$ cat config.mk
export PLATFORM = sky130hd
export DESIGN_NAME = dram_refresh_seq
export DESIGN_NICKNAME = d
export VERILOG_FILES = /design/src/rtl/rfsh_pkg.sv /design/src/rtl/rfsh_phase_ctl.sv /design/src/rtl/rfsh_pend.sv /design/src/rtl/rfsh_cycle_gen.sv /design/src/rtl/dram_refresh_seq.sv
export SDC_FILE = /design/constraint.sdc
export NUM_CORES = 1
export LEC_CHECK = 0
export ABC_AREA = 1
export CAP_MARGIN = 20
export CORE_MARGIN = 3
export CORE_UTILIZATION = 39
export CTS_CLUSTER_SIZE = 14
export DETAILED_ROUTE_END_ITERATION = 8
export GPL_TIMING_DRIVEN = 0
export SLEW_MARGIN = 20
export SYNTH_ARGS = -nofsm -noshare
export SYNTH_HDL_FRONTEND = slang
export SYNTH_SLANG_ARGS = --single-unit
export TNS_END_PERCENT = 1
$ cat constraint.sdc
create_clock -name clk -period 2.3 [get_ports clk]
set_input_delay 0.345 -clock clk [delete_from_list [all_inputs] [get_ports clk]]
set_output_delay 0.345 -clock clk [all_outputs]
set_load 0.005 [all_outputs]
$ cat src/rtl/rfsh_pkg.sv
package rfsh_pkg;

  typedef enum logic [1:0] {CG_IDLE, CG_SETUP, CG_RASLO, CG_PRECH} cg_state_e;
  typedef enum logic [1:0] {PH_PAUSE, PH_INIT, PH_RUN} phase_e;

  // Whole cycles covering a duration in ns at a clock in MHz, rounded up.
  function automatic int ns_to_cyc(int ns, int mhz);
    return (ns * mhz + 999) / 1000;
  endfunction

  function automatic int imax(int a, int b);
    return (a > b) ? a : b;
  endfunction

  // Backlog count after one cycle of accrual and/or removal, saturating.
  function automatic int pend_step(int cur, bit inc, bit dec, int lim);
    int nxt;
    nxt = cur;
    if (inc && !dec && cur < lim) nxt = cur + 1;
    else if (dec && !inc && cur > 0) nxt = cur - 1;
    return nxt;
  endfunction

  // True when an accrual finds the backlog already full.
  function automatic bit pend_spill(int cur, bit inc, bit dec, int lim);
    return inc && !dec && (cur >= lim);
  endfunction

endpackage

$ cat src/rtl/rfsh_phase_ctl.sv
module rfsh_phase_ctl
  import rfsh_pkg::*;
#(
  parameter int PAUSE_CYC = 25000,
  parameter int INIT_CYC  = 8,
  parameter int IVL_CYC   = 1950
) (
  input  logic   clk,
  input  logic   rst_n,
  input  logic   cyc_done,
  output phase_e phase,
  output logic   tick
);
  localparam int PW = $clog2(PAUSE_CYC + 1);
  localparam int IW = $clog2(IVL_CYC + 1);
  localparam int NW = $clog2(INIT_CYC + 1);

  logic [PW-1:0] pcnt;
  logic [IW-1:0] ivl;
  logic [NW-1:0] icnt;
  logic pause_end, init_end;

  assign pause_end = (phase == PH_PAUSE) && (pcnt == PW'(PAUSE_CYC - 1));
  assign init_end  = (phase == PH_INIT) && cyc_done && (icnt == NW'(INIT_CYC - 1));
  assign tick      = (phase == PH_RUN) && (ivl == IW'(IVL_CYC - 1));

  always_ff @(posedge clk or negedge rst_n) begin
    if (!rst_n) begin
      phase <= PH_PAUSE;
      pcnt  <= '0;
      ivl   <= '0;
      icnt  <= '0;
    end else begin
      case (phase)
        PH_PAUSE: begin
          pcnt <= pcnt + 1'b1;
          if (pause_end) phase <= PH_INIT;
        end
        PH_INIT: begin
          if (cyc_done) icnt <= icnt + 1'b1;
          if (init_end) begin
            phase <= PH_RUN;
            ivl   <= '0;
          end
        end
        default: ivl <= tick ? '0 : ivl + 1'b1;
      endcase
    end
  end

  p_run_sticky_r3: assert property (@(posedge clk) disable iff (!rst_n)
    phase == PH_RUN |=> phase == PH_RUN);

  p_tick_spaced_r4: assert property (@(posedge clk) disable iff (!rst_n)
    tick && (IVL_CYC > 1) |=> !tick);

endmodule

$ cat src/rtl/rfsh_pend.sv
module rfsh_pend
  import rfsh_pkg::*;
#(
  parameter int LIMIT = 8
) (
  input  logic clk,
  input  logic rst_n,
  input  logic inc,
  input  logic dec,
  output logic nonzero,
  output logic overflow
);
  localparam int CW = $clog2(LIMIT + 1);

  logic [CW-1:0] cnt;

  always_ff @(posedge clk or negedge rst_n) begin
    if (!rst_n) begin
      cnt      <= '0;
      overflow <= 1'b0;
    end else begin
      cnt <= CW'(pend_step(int'(cnt), inc, dec, LIMIT));
      if (pend_spill(int'(cnt), inc, dec, LIMIT)) overflow <= 1'b1;
    end
  end

  assign nonzero = (cnt != '0);

  p_accrue_take_same_r6: assert property (@(posedge clk) disable iff (!rst_n)
    inc && dec |=> $stable(cnt));

  p_overflow_sticky_r6: assert property (@(posedge clk) disable iff (!rst_n)
    overflow |=> overflow);

  p_spill_when_full_r6: assert property (@(posedge clk) disable iff (!rst_n)
    $rose(overflow) |-> $past(cnt) == CW'(LIMIT));

endmodule

$ cat src/rtl/rfsh_cycle_gen.sv
module rfsh_cycle_gen
  import rfsh_pkg::*;
#(
  parameter int CSR_CYC   = 2,
  parameter int CHR_CYC   = 1,
  parameter int ASR_CYC   = 1,
  parameter int RASLO_CYC = 8,
  parameter int RP_CYC    = 4,
  parameter int ROW_W     = 12
) (
  input  logic             clk,
  input  logic             rst_n,
  input  logic             start,
  input  logic             mode_cbr,
  output logic             ras_n,
  output logic             cas_n,
  output logic             idle,
  output logic             cyc_done,
  output logic [ROW_W-1:0] row
);
  localparam int LONGEST = imax(imax(CSR_CYC, ASR_CYC), imax(RASLO_CYC, RP_CYC));
  localparam int CW = $clog2(LONGEST + 1);
  localparam logic [CW-1:0] CSR_END = CW'(CSR_CYC - 1);
  localparam logic [CW-1:0] ASR_END = CW'(ASR_CYC - 1);
  localparam logic [CW-1:0] LO_END  = CW'(RASLO_CYC - 1);
  localparam logic [CW-1:0] RP_END  = CW'(RP_CYC - 1);
  localparam logic [CW-1:0] CHR_LEN = CW'(CHR_CYC);

  cg_state_e     state;
  logic [CW-1:0] cnt;
  logic          mode_q;
  logic          setup_end, cas_low;

  assign setup_end = (state == CG_SETUP) && (cnt == (mode_q ? CSR_END : ASR_END));
  assign cyc_done  = (state == CG_PRECH) && (cnt == RP_END);
  assign idle      = (state == CG_IDLE);
  assign cas_low   = mode_q && ((state == CG_SETUP) ||
                                ((state == CG_RASLO) && (cnt < CHR_LEN)));
  assign ras_n     = (state != CG_RASLO);
  assign cas_n     = !cas_low;

  always_ff @(posedge clk or negedge rst_n) begin
    if (!rst_n) begin
      state  <= CG_IDLE;
      cnt    <= '0;
      mode_q <= 1'b1;
      row    <= '0;
    end else begin
      case (state)
        CG_IDLE: if (start) begin
          state  <= CG_SETUP;
          cnt    <= '0;
          mode_q <= mode_cbr;
        end
        CG_SETUP: begin
          cnt <= setup_end ? '0 : cnt + 1'b1;
          if (setup_end) state <= CG_RASLO;
        end
        CG_RASLO: begin
          cnt <= (cnt == LO_END) ? '0 : cnt + 1'b1;
          if (cnt == LO_END) state <= CG_PRECH;
        end
        default: begin
          cnt <= cyc_done ? '0 : cnt + 1'b1;
          if (cyc_done) state <= CG_IDLE;
        end
      endcase
      if (cyc_done && !mode_q) row <= row + 1'b1;
    end
  end

  // Independent run-length counter feeding the width check.
  logic [CW:0] lo_run;
  always_ff @(posedge clk or negedge rst_n) begin
    if (!rst_n) lo_run <= '0;
    else        lo_run <= ras_n ? '0 : lo_run + 1'b1;
  end

  p_ras_width_r8: assert property (@(posedge clk) disable iff (!rst_n)
    $rose(ras_n) |-> lo_run == (CW+1)'(RASLO_CYC));

  p_cas_leads_ras_r7: assert property (@(posedge clk) disable iff (!rst_n)
    $fell(ras_n) && mode_q |-> !cas_n && $past(!cas_n));

  p_row_setup_r9: assert property (@(posedge clk) disable iff (!rst_n)
    $fell(ras_n) && !mode_q |-> $stable(row) && cas_n);

  p_row_step_r10: assert property (@(posedge clk) disable iff (!rst_n)
    row != $past(row) |-> row == ROW_W'($past(row) + 1'b1));

endmodule

$ cat src/rtl/dram_refresh_seq.sv
module dram_refresh_seq
  import rfsh_pkg::*;
#(
  parameter int CLK_MHZ     = 125,
  parameter int PAUSE_NS    = 200000,
  parameter int INTERVAL_NS = 15600,
  parameter int INIT_CYCLES = 8,
  parameter int PEND_LIMIT  = 8,
  parameter int ROW_W       = 12,
  parameter int CSR_NS      = 10,
  parameter int CHR_NS      = 8,
  parameter int ASR_NS      = 5,
  parameter int RAS_LOW_NS  = 60,
  parameter int RP_NS       = 30
) (
  input  logic             clk,
  input  logic             rst_n,
  input  logic             cbr_mode,
  input  logic             grant,
  output logic             ras_n,
  output logic             cas_n,
  output logic             we_n,
  output logic [ROW_W-1:0] row_addr,
  output logic             ref_req,
  output logic             init_done,
  output logic             pend_overflow
);
  localparam int PAUSE_CYC = ns_to_cyc(PAUSE_NS, CLK_MHZ);
  localparam int IVL_CYC   = ns_to_cyc(INTERVAL_NS, CLK_MHZ);
  localparam int CSR_CYC   = ns_to_cyc(CSR_NS, CLK_MHZ);
  localparam int CHR_CYC   = ns_to_cyc(CHR_NS, CLK_MHZ);
  localparam int ASR_CYC   = ns_to_cyc(ASR_NS, CLK_MHZ);
  localparam int RASLO_CYC = ns_to_cyc(RAS_LOW_NS, CLK_MHZ);
  localparam int RP_CYC    = ns_to_cyc(RP_NS, CLK_MHZ);

  phase_e phase;
  logic   tick, cyc_done, gen_idle, pend_nz;
  logic   init_start, granted_start, start;

  rfsh_phase_ctl #(
    .PAUSE_CYC(PAUSE_CYC), .INIT_CYC(INIT_CYCLES), .IVL_CYC(IVL_CYC)
  ) u_phase (
    .clk(clk), .rst_n(rst_n), .cyc_done(cyc_done), .phase(phase), .tick(tick)
  );

  rfsh_pend #(.LIMIT(PEND_LIMIT)) u_pend (
    .clk(clk), .rst_n(rst_n), .inc(tick), .dec(granted_start),
    .nonzero(pend_nz), .overflow(pend_overflow)
  );

  rfsh_cycle_gen #(
    .CSR_CYC(CSR_CYC), .CHR_CYC(CHR_CYC), .ASR_CYC(ASR_CYC),
    .RASLO_CYC(RASLO_CYC), .RP_CYC(RP_CYC), .ROW_W(ROW_W)
  ) u_gen (
    .clk(clk), .rst_n(rst_n), .start(start), .mode_cbr(cbr_mode),
    .ras_n(ras_n), .cas_n(cas_n), .idle(gen_idle), .cyc_done(cyc_done),
    .row(row_addr)
  );

  assign init_done     = (phase == PH_RUN);
  assign init_start    = (phase == PH_INIT) && gen_idle;
  assign ref_req       = init_done && pend_nz && gen_idle;
  assign granted_start = ref_req && grant;
  assign start         = init_start || granted_start;
  assign we_n          = 1'b1;

  p_quiet_pause_r2: assert property (@(posedge clk) disable iff (!rst_n)
    phase == PH_PAUSE |-> ras_n && cas_n);

  p_no_req_early_r3: assert property (@(posedge clk) disable iff (!rst_n)
    !init_done |-> !ref_req);

  p_grant_takes_r5: assert property (@(posedge clk) disable iff (!rst_n)
    ref_req && grant |=> !ref_req && !gen_idle);

  p_row_hold_r9: assert property (@(posedge clk) disable iff (!rst_n)
    !ras_n && $past(!ras_n) |-> $stable(row_addr));

endmodule

======== Word level (Yosys, flattened, before mapping) ========
Cells that the tools add are included.
storage, ports and cells
  output and inout bits ................... 18
  input port bits ......................... 4
  register bits after elaboration ......... 56
cells by class
  $add $sub $neg .......................... 7
  eq/ne operators ......................... 17
  magnitude comparators ................... 4
  reductions and logical operators ........ 35
  mux-type cells .......................... 19
  bitwise gates (word level) .............. 1
operators by type and width
  cell                                                                      number
  4-bit 2-to-1 mux                                                          6
  11-bit 2-to-1 mux                                                         2
  11-bit one-hot mux with 2 select lines                                    1
  1-bit logical AND                                                         18
  15-bit by 1-bit adder with 15-bit output (second input constant)          1
  15-bit == test (second input constant)                                    1
  12-bit by 1-bit adder with 12-bit output (second input constant)          1
  4-bit by 1-bit adder with 4-bit output (second input constant)            3
  2-bit 2-to-1 mux                                                          6
  4-bit one-hot mux with 3 select lines                                     1
  11-bit by 1-bit adder with 11-bit output (second input constant)          1
  11-bit == test (second input constant)                                    1
  4-bit by 3-bit == test with 1-bit output (second input constant)          2
  2-bit by 1-bit inequality test with 1-bit output (second input constant)  4
  4-bit nonzero test                                                        2
  2-bit == test (second input constant)                                     3
  2-bit one-hot mux with 3 select lines                                     1
  2-bit AND reduction                                                       3
  2-bit by 1-bit == test with 1-bit output (second input constant)          2
  4-bit by 2-bit == test with 1-bit output (second input constant)          1
  4-bit == test                                                             1
  4-bit greater-or-equal comparator (second input constant)                 1
  4-bit by 1-bit > comparator with 1-bit output (second input constant)     1
  1-bit zero test                                                           4
  other kinds (12)                                                          16

======== Longest topological paths before layout ========
  depth after elaboration ................. 8
  depth in mapped cells ................... 14

======== By module ========
A second synthesis with hierarchy kept.
second synthesis, totals
  cells, all modules ...................... 416
  area, all modules ....................... 3323.2 um^2
by module, submodules not included
  module            times used  sequential area each (um^2)  area an instance (um^2)  cells an instance
  rfsh_phase_ctl    1           800.8                        1788.0                   226
  rfsh_cycle_gen    1           476.7                        1112.3                   135
  rfsh_pend         1           125.1                        360.3                    42
  dram_refresh_seq  1           0.0                          62.6                     13

======== Worst setup path before layout ========
No wires, ideal clock.
  kind .................................... flip-flop to flip-flop
  from .................................... reg u_gen.state[0]
  to ...................................... reg u_pend.cnt[3]
  setup slack ............................. 0.232 ns
  setup time .............................. 0.117 ns
  arrival time ............................ 1.951 ns
  period minus slack after synthesis ...... 2.068 ns
  stages on the path, launching flop included .. 15
  path buffers ............................ 0
  cell sequence ........................... dfrtp_1 inv_1 ha_1 inv_1 nor2_2 nand3_2 nand4_4 ha_1 a21o_1 a21oi_1 inv_1 nand2_1 nand2_1 nand2_1 nand2_1
on the way
  word-level cells in the longest chain between the ends .. 7
  elaborated cells on any way between the ends .. 10
RTL lines
  item                                                           line                    source
  start, declared                                                rfsh_cycle_gen.sv:29    cg_state_e state;
  start signal, assigned                                         rfsh_cycle_gen.sv:44    state <= CG_IDLE;
  start signal, assigned                                         rfsh_cycle_gen.sv:51    state <= CG_SETUP;
  start signal, assigned                                         rfsh_cycle_gen.sv:57    if (setup_end) state <= CG_RASLO;
  2-bit zero test (*)                                            rfsh_cycle_gen.sv:36    assign idle = (state == CG_IDLE);
  1-bit logical AND (*)                                          dram_refresh_seq.sv:62  assign ref_req = init_done && pend_nz && gen_idle;
  1-bit logical AND (*)                                          dram_refresh_seq.sv:63  assign granted_start = ref_req && grant;
  1-bit zero test                                                rfsh_pkg.sv:19          if (inc && !dec && cur < lim) nxt = cur + 1;
  1-bit logical AND (2 in series)                                rfsh_pkg.sv:19
  4-bit 2-to-1 mux / 2-bit nonzero test (equally long branches)  --
  end signal, assigned                                           rfsh_pend.sv:22         cnt <= CW'(pend_step(int'(cnt), inc, dec, LIMIT));
  end, declared                                                  rfsh_pend.sv:15         logic [CW-1:0] cnt;
Every way passes the cells marked *; elsewhere a longest branch is shown, timed or not.
A chain may end at the register's enable or synchronous reset.

======== Worst setup path after layout ========
  from .................................... reg u_gen.state[1]
  to ...................................... out ref_req
on the way
  word-level cells in the longest chain between the ends .. 2
RTL lines
  item               line                    source
  2-bit zero test    rfsh_cycle_gen.sv:36
  1-bit logical AND  dram_refresh_seq.sv:62
  end, declared      dram_refresh_seq.sv:24  output logic ref_req,
Every way passes these cells.

==> impl_results.md <==
* Setup tns final at 0 ns
* Period utilization at 0.949
* Tot GR Track Use at 0.138
* CTS Buf Count at 5
* CP Capture Type: output port
* Critical path type: register to output port
* Synthesized flop and latch total at 56
* N_diodes at 0
* WL met3 at 146 um
* Post-place setup slack at 0.00517 ns
* CTS tree: done
* Final worst slack at 0.117 ns
* Core area at 0.00826 mm^2
* Top Layer Used: met4
* Vias in the first global route at 2521
* Wire per inst at 11.1 um
* Mapped cell area at 0.00334 mm^2
* Clk pin slew, worst setup/hold paths at 0.11 ns
* Final hold violations at 0
* PD cells at 434 mW/mm^2
* Layout cell share with drive strength beyond 1 at 0.124
* DIE WIDTH at 98.5 um
* 1st-iter DRT viols at 68
* Vias per cell at 4.65
* Met2 Wirelength at 2780 um
* Avg Cell Area, Syn at 8.22 um^2
* Largest net degree at the start of global routing at 42
* Gp weighted congestion at 0.817
* Dpl hpwl at 4550 um
* Io pins at 22
* Area grow syn2layout at 17.1%
* Worst clock skew at 0.0107 ns
* Post-route minimum period at 2.18 ns
* Port buffer count at 20
* WL final at 6100 um
* Fillers at 813
* Max stage delay on crit path at 0.50 ns
* Root cell of the clock tree: clkbuf_8
* Hold_ws at 0.426 ns
* Synth warnings at 0
* Hold WC Path Type: input pin to async pin
* FMAX at 458 MHz
* Worst setup SP type: register
* DRT Pass-1 Iters at 4
* Register area share after synthesis at 0.420
* Final antenna-violating net count at 0
* Initial antenna violation count at 0
* First-pass GRT wire length at 11300 um
* Most common cell on crit path: inv_1
* Maximum clock path buffer count at 2
* Max-Cap Viols at 0
* CP Max Fanout at 4
* Lkg Pwr at 1.93 nW
* Via Count at 2547
* Starting Density at 0.404
* Final max-slew violation count at 0
* Synth area leaders: dfrtp_1, nand2_1, inv_1
* Final nets at 460
* Critical Path AT at 1.84 ns
* Mapped Nets at 424
* Setup violations, final at 0
* Library cells used by synthesis at 35
* # clock sinks at 56
* Worst ir drop on vdd at 240 uV
* Drt drc at 0
* Post-synthesis cell count at 406
* Die height at 98.5 um
* Post-Route M1 WL at 3100 um
* Critical-path cell list: inv_2 -> ha_4 -> inv_1 -> nor2_4 -> nand2_1 -> inv_1 -> clkdlybuf4s50_1
* Status: complete, no violations
* Top-area cell type share of the netlist area at 0.412
* Synth area leader: dfrtp_1
* Max stage delay cell, worst path: clkdlybuf4s50_1
* Post-layout util at 0.473
* H-tree levels at 2
* Final Cell Area at 0.00391 mm^2
* Gr ovfl total at 0
* CP Data Required Time at 1.96 ns
* Row Count at 33
* Post-Place Cell Area at 0.00369 mm^2
* Area of the die at 0.00970 mm^2
* Clk_lat worst skew at 0.32 ns
cells in the mapped netlist, drive strengths merged:
| cell type | instances |
|---|---|
| nor4 | 1 |
| nor3 | 17 |
| ha | 13 |
| fa | 1 |
| a21o | 3 |
| a21oi | 4 |
| o21bai | 1 |
| nand2 | 108 |
| nand3 | 27 |
| nor2 | 39 |
| clkbuf | 1 |
| dfstp | 1 |
| xnor2 | 9 |
| xor2 | 18 |
| buf | 2 |
| nand4 | 11 |
| a22oi | 1 |
| a21boi | 3 |
| o21ai | 22 |
| inv | 68 |
| dfrtp | 55 |
| conb | 1 |
worst max-delay path, delay by kind of cell (launching register included):
kind                       cells  cell delay [ns]
DFF                            1             0.44
buffers and inverters          4             0.75
and+or+nand+nor                2             0.17
adders and majority gates      1             0.15
routing by layer:
metal,track usage,up-vias
li1,-,1338
met1,0.195,1183
met2,0.220,20
met3,0.0219,6
met4,0.0378,0
met5,0,-
state kept, by name (all words and copies together) (netlist names):
signal and cells:
u_phase.pcnt 15, u_gen.row 12, u_phase.ivl 11, u_gen.cnt 4, u_pend.cnt 4, u_phase.icnt 4, u_gen.state 2, u_phase.phase 2
u_gen.mode_q 1, u_pend.overflow 1
through the flow:
step,power (mW),instances
finish,1.70,548
global route,1.78,548
CTS,1.73,542
detailed placement,1.04,532
global placement,1.04,531
floorplan,1.01,406
placed cells by master (no fill, tap or decap), types with 2 or more instances in the layout:
cell / n
clkdlybuf4s50_1: 19
nor2_4: 5
buf_4: 10
a21boi_0: 3
clkbuf_8: 6
nand2_2: 3
dfrtp_1: 55
xor2_1: 18
nor2_1: 29
ha_1: 11
nand2_1: 101
clkinv_4: 2
o21ai_0: 20
inv_2: 3
nor2_2: 4
nand2_4: 4
nand3_4: 2
nor3_1: 15
ha_4: 2
nor3_4: 2
xnor2_1: 9
nand3_2: 3
inv_1: 64
nand4_4: 2
a21o_1: 3
nand4_1: 8
o21ai_1: 2
a21oi_1: 3
nand3_1: 22
worst paths after layout:
kind / start / end / slack, ns / depth (start not counted)
max reg2reg: u_phase.ivl[1]$_DFFE_PN0P_ / u_pend.cnt[3]$_DFFE_PN0P_ / 0.16 / 13
max in group asynchronous: rst_n / u_gen.mode_q$_DFFE_PN1P_ / 1.33 / 3
min reg2reg: u_phase.pcnt[13]$_DFFE_PN0N_ / u_phase.pcnt[13]$_DFFE_PN0N_ / 0.48 / 2
min: rst_n / u_gen.row[5]$_DFFE_PN0P_ / 0.43 / 2
max: u_gen.state[1]$_DFFE_PN0P_ / ref_req / 0.12 / 7
min in group clk: u_phase.pcnt[13]$_DFFE_PN0N_ / u_phase.pcnt[13]$_DFFE_PN0N_ / 0.48 / 2
layout make-up:
cell class | count | area [um^2] | share of cell area
Buffer | 3 | 28.8 | 0.00737
Clock buffer | 5 | 68.8 | 0.0176
Sequential cell | 56 | 1400 | 0.359
Clock inverter | 3 | 47.5 | 0.0122
Tap cell | 105 | 131 | 0.0336
Timing Repair Buffer | 29 | 280 | 0.0717
Inverter | 68 | 258 | 0.0660
Multi-Input combinational cell | 279 | 1690 | 0.432
power breakdown:
group | total, mW | internal, mW | switching [mW]
Sequential | 0.987 | 0.986 | 0.00145
Combinational | 0.0336 | 0.0107 | 0.0229
Clock | 0.675 | 0.329 | 0.347
kinds of logic (layout without fill, tap and decap cells):
family	count (synthesis)	in the layout	synth area share
AOI/OAI and AO/OA	34	34	0.0570
xor gates and xnor gates	27	27	0.0709
adders and majority gates	14	14	0.0547
buffers and inverters	71	108	0.0859
DFF	56	56	0.420
other	1	1	0.00112
and+or+nand+nor	203	203	0.310
what timing repair did:
item	4_1_cts	5_1_grt
gates resized for setup	1	7
endpoints found under the setup margin	2	2
setup buffers	1	6
endpoints found under the hold margin	15	0
pin swaps	0	3
hold buffers	1	0
Power figures use the tool's default switching activity.
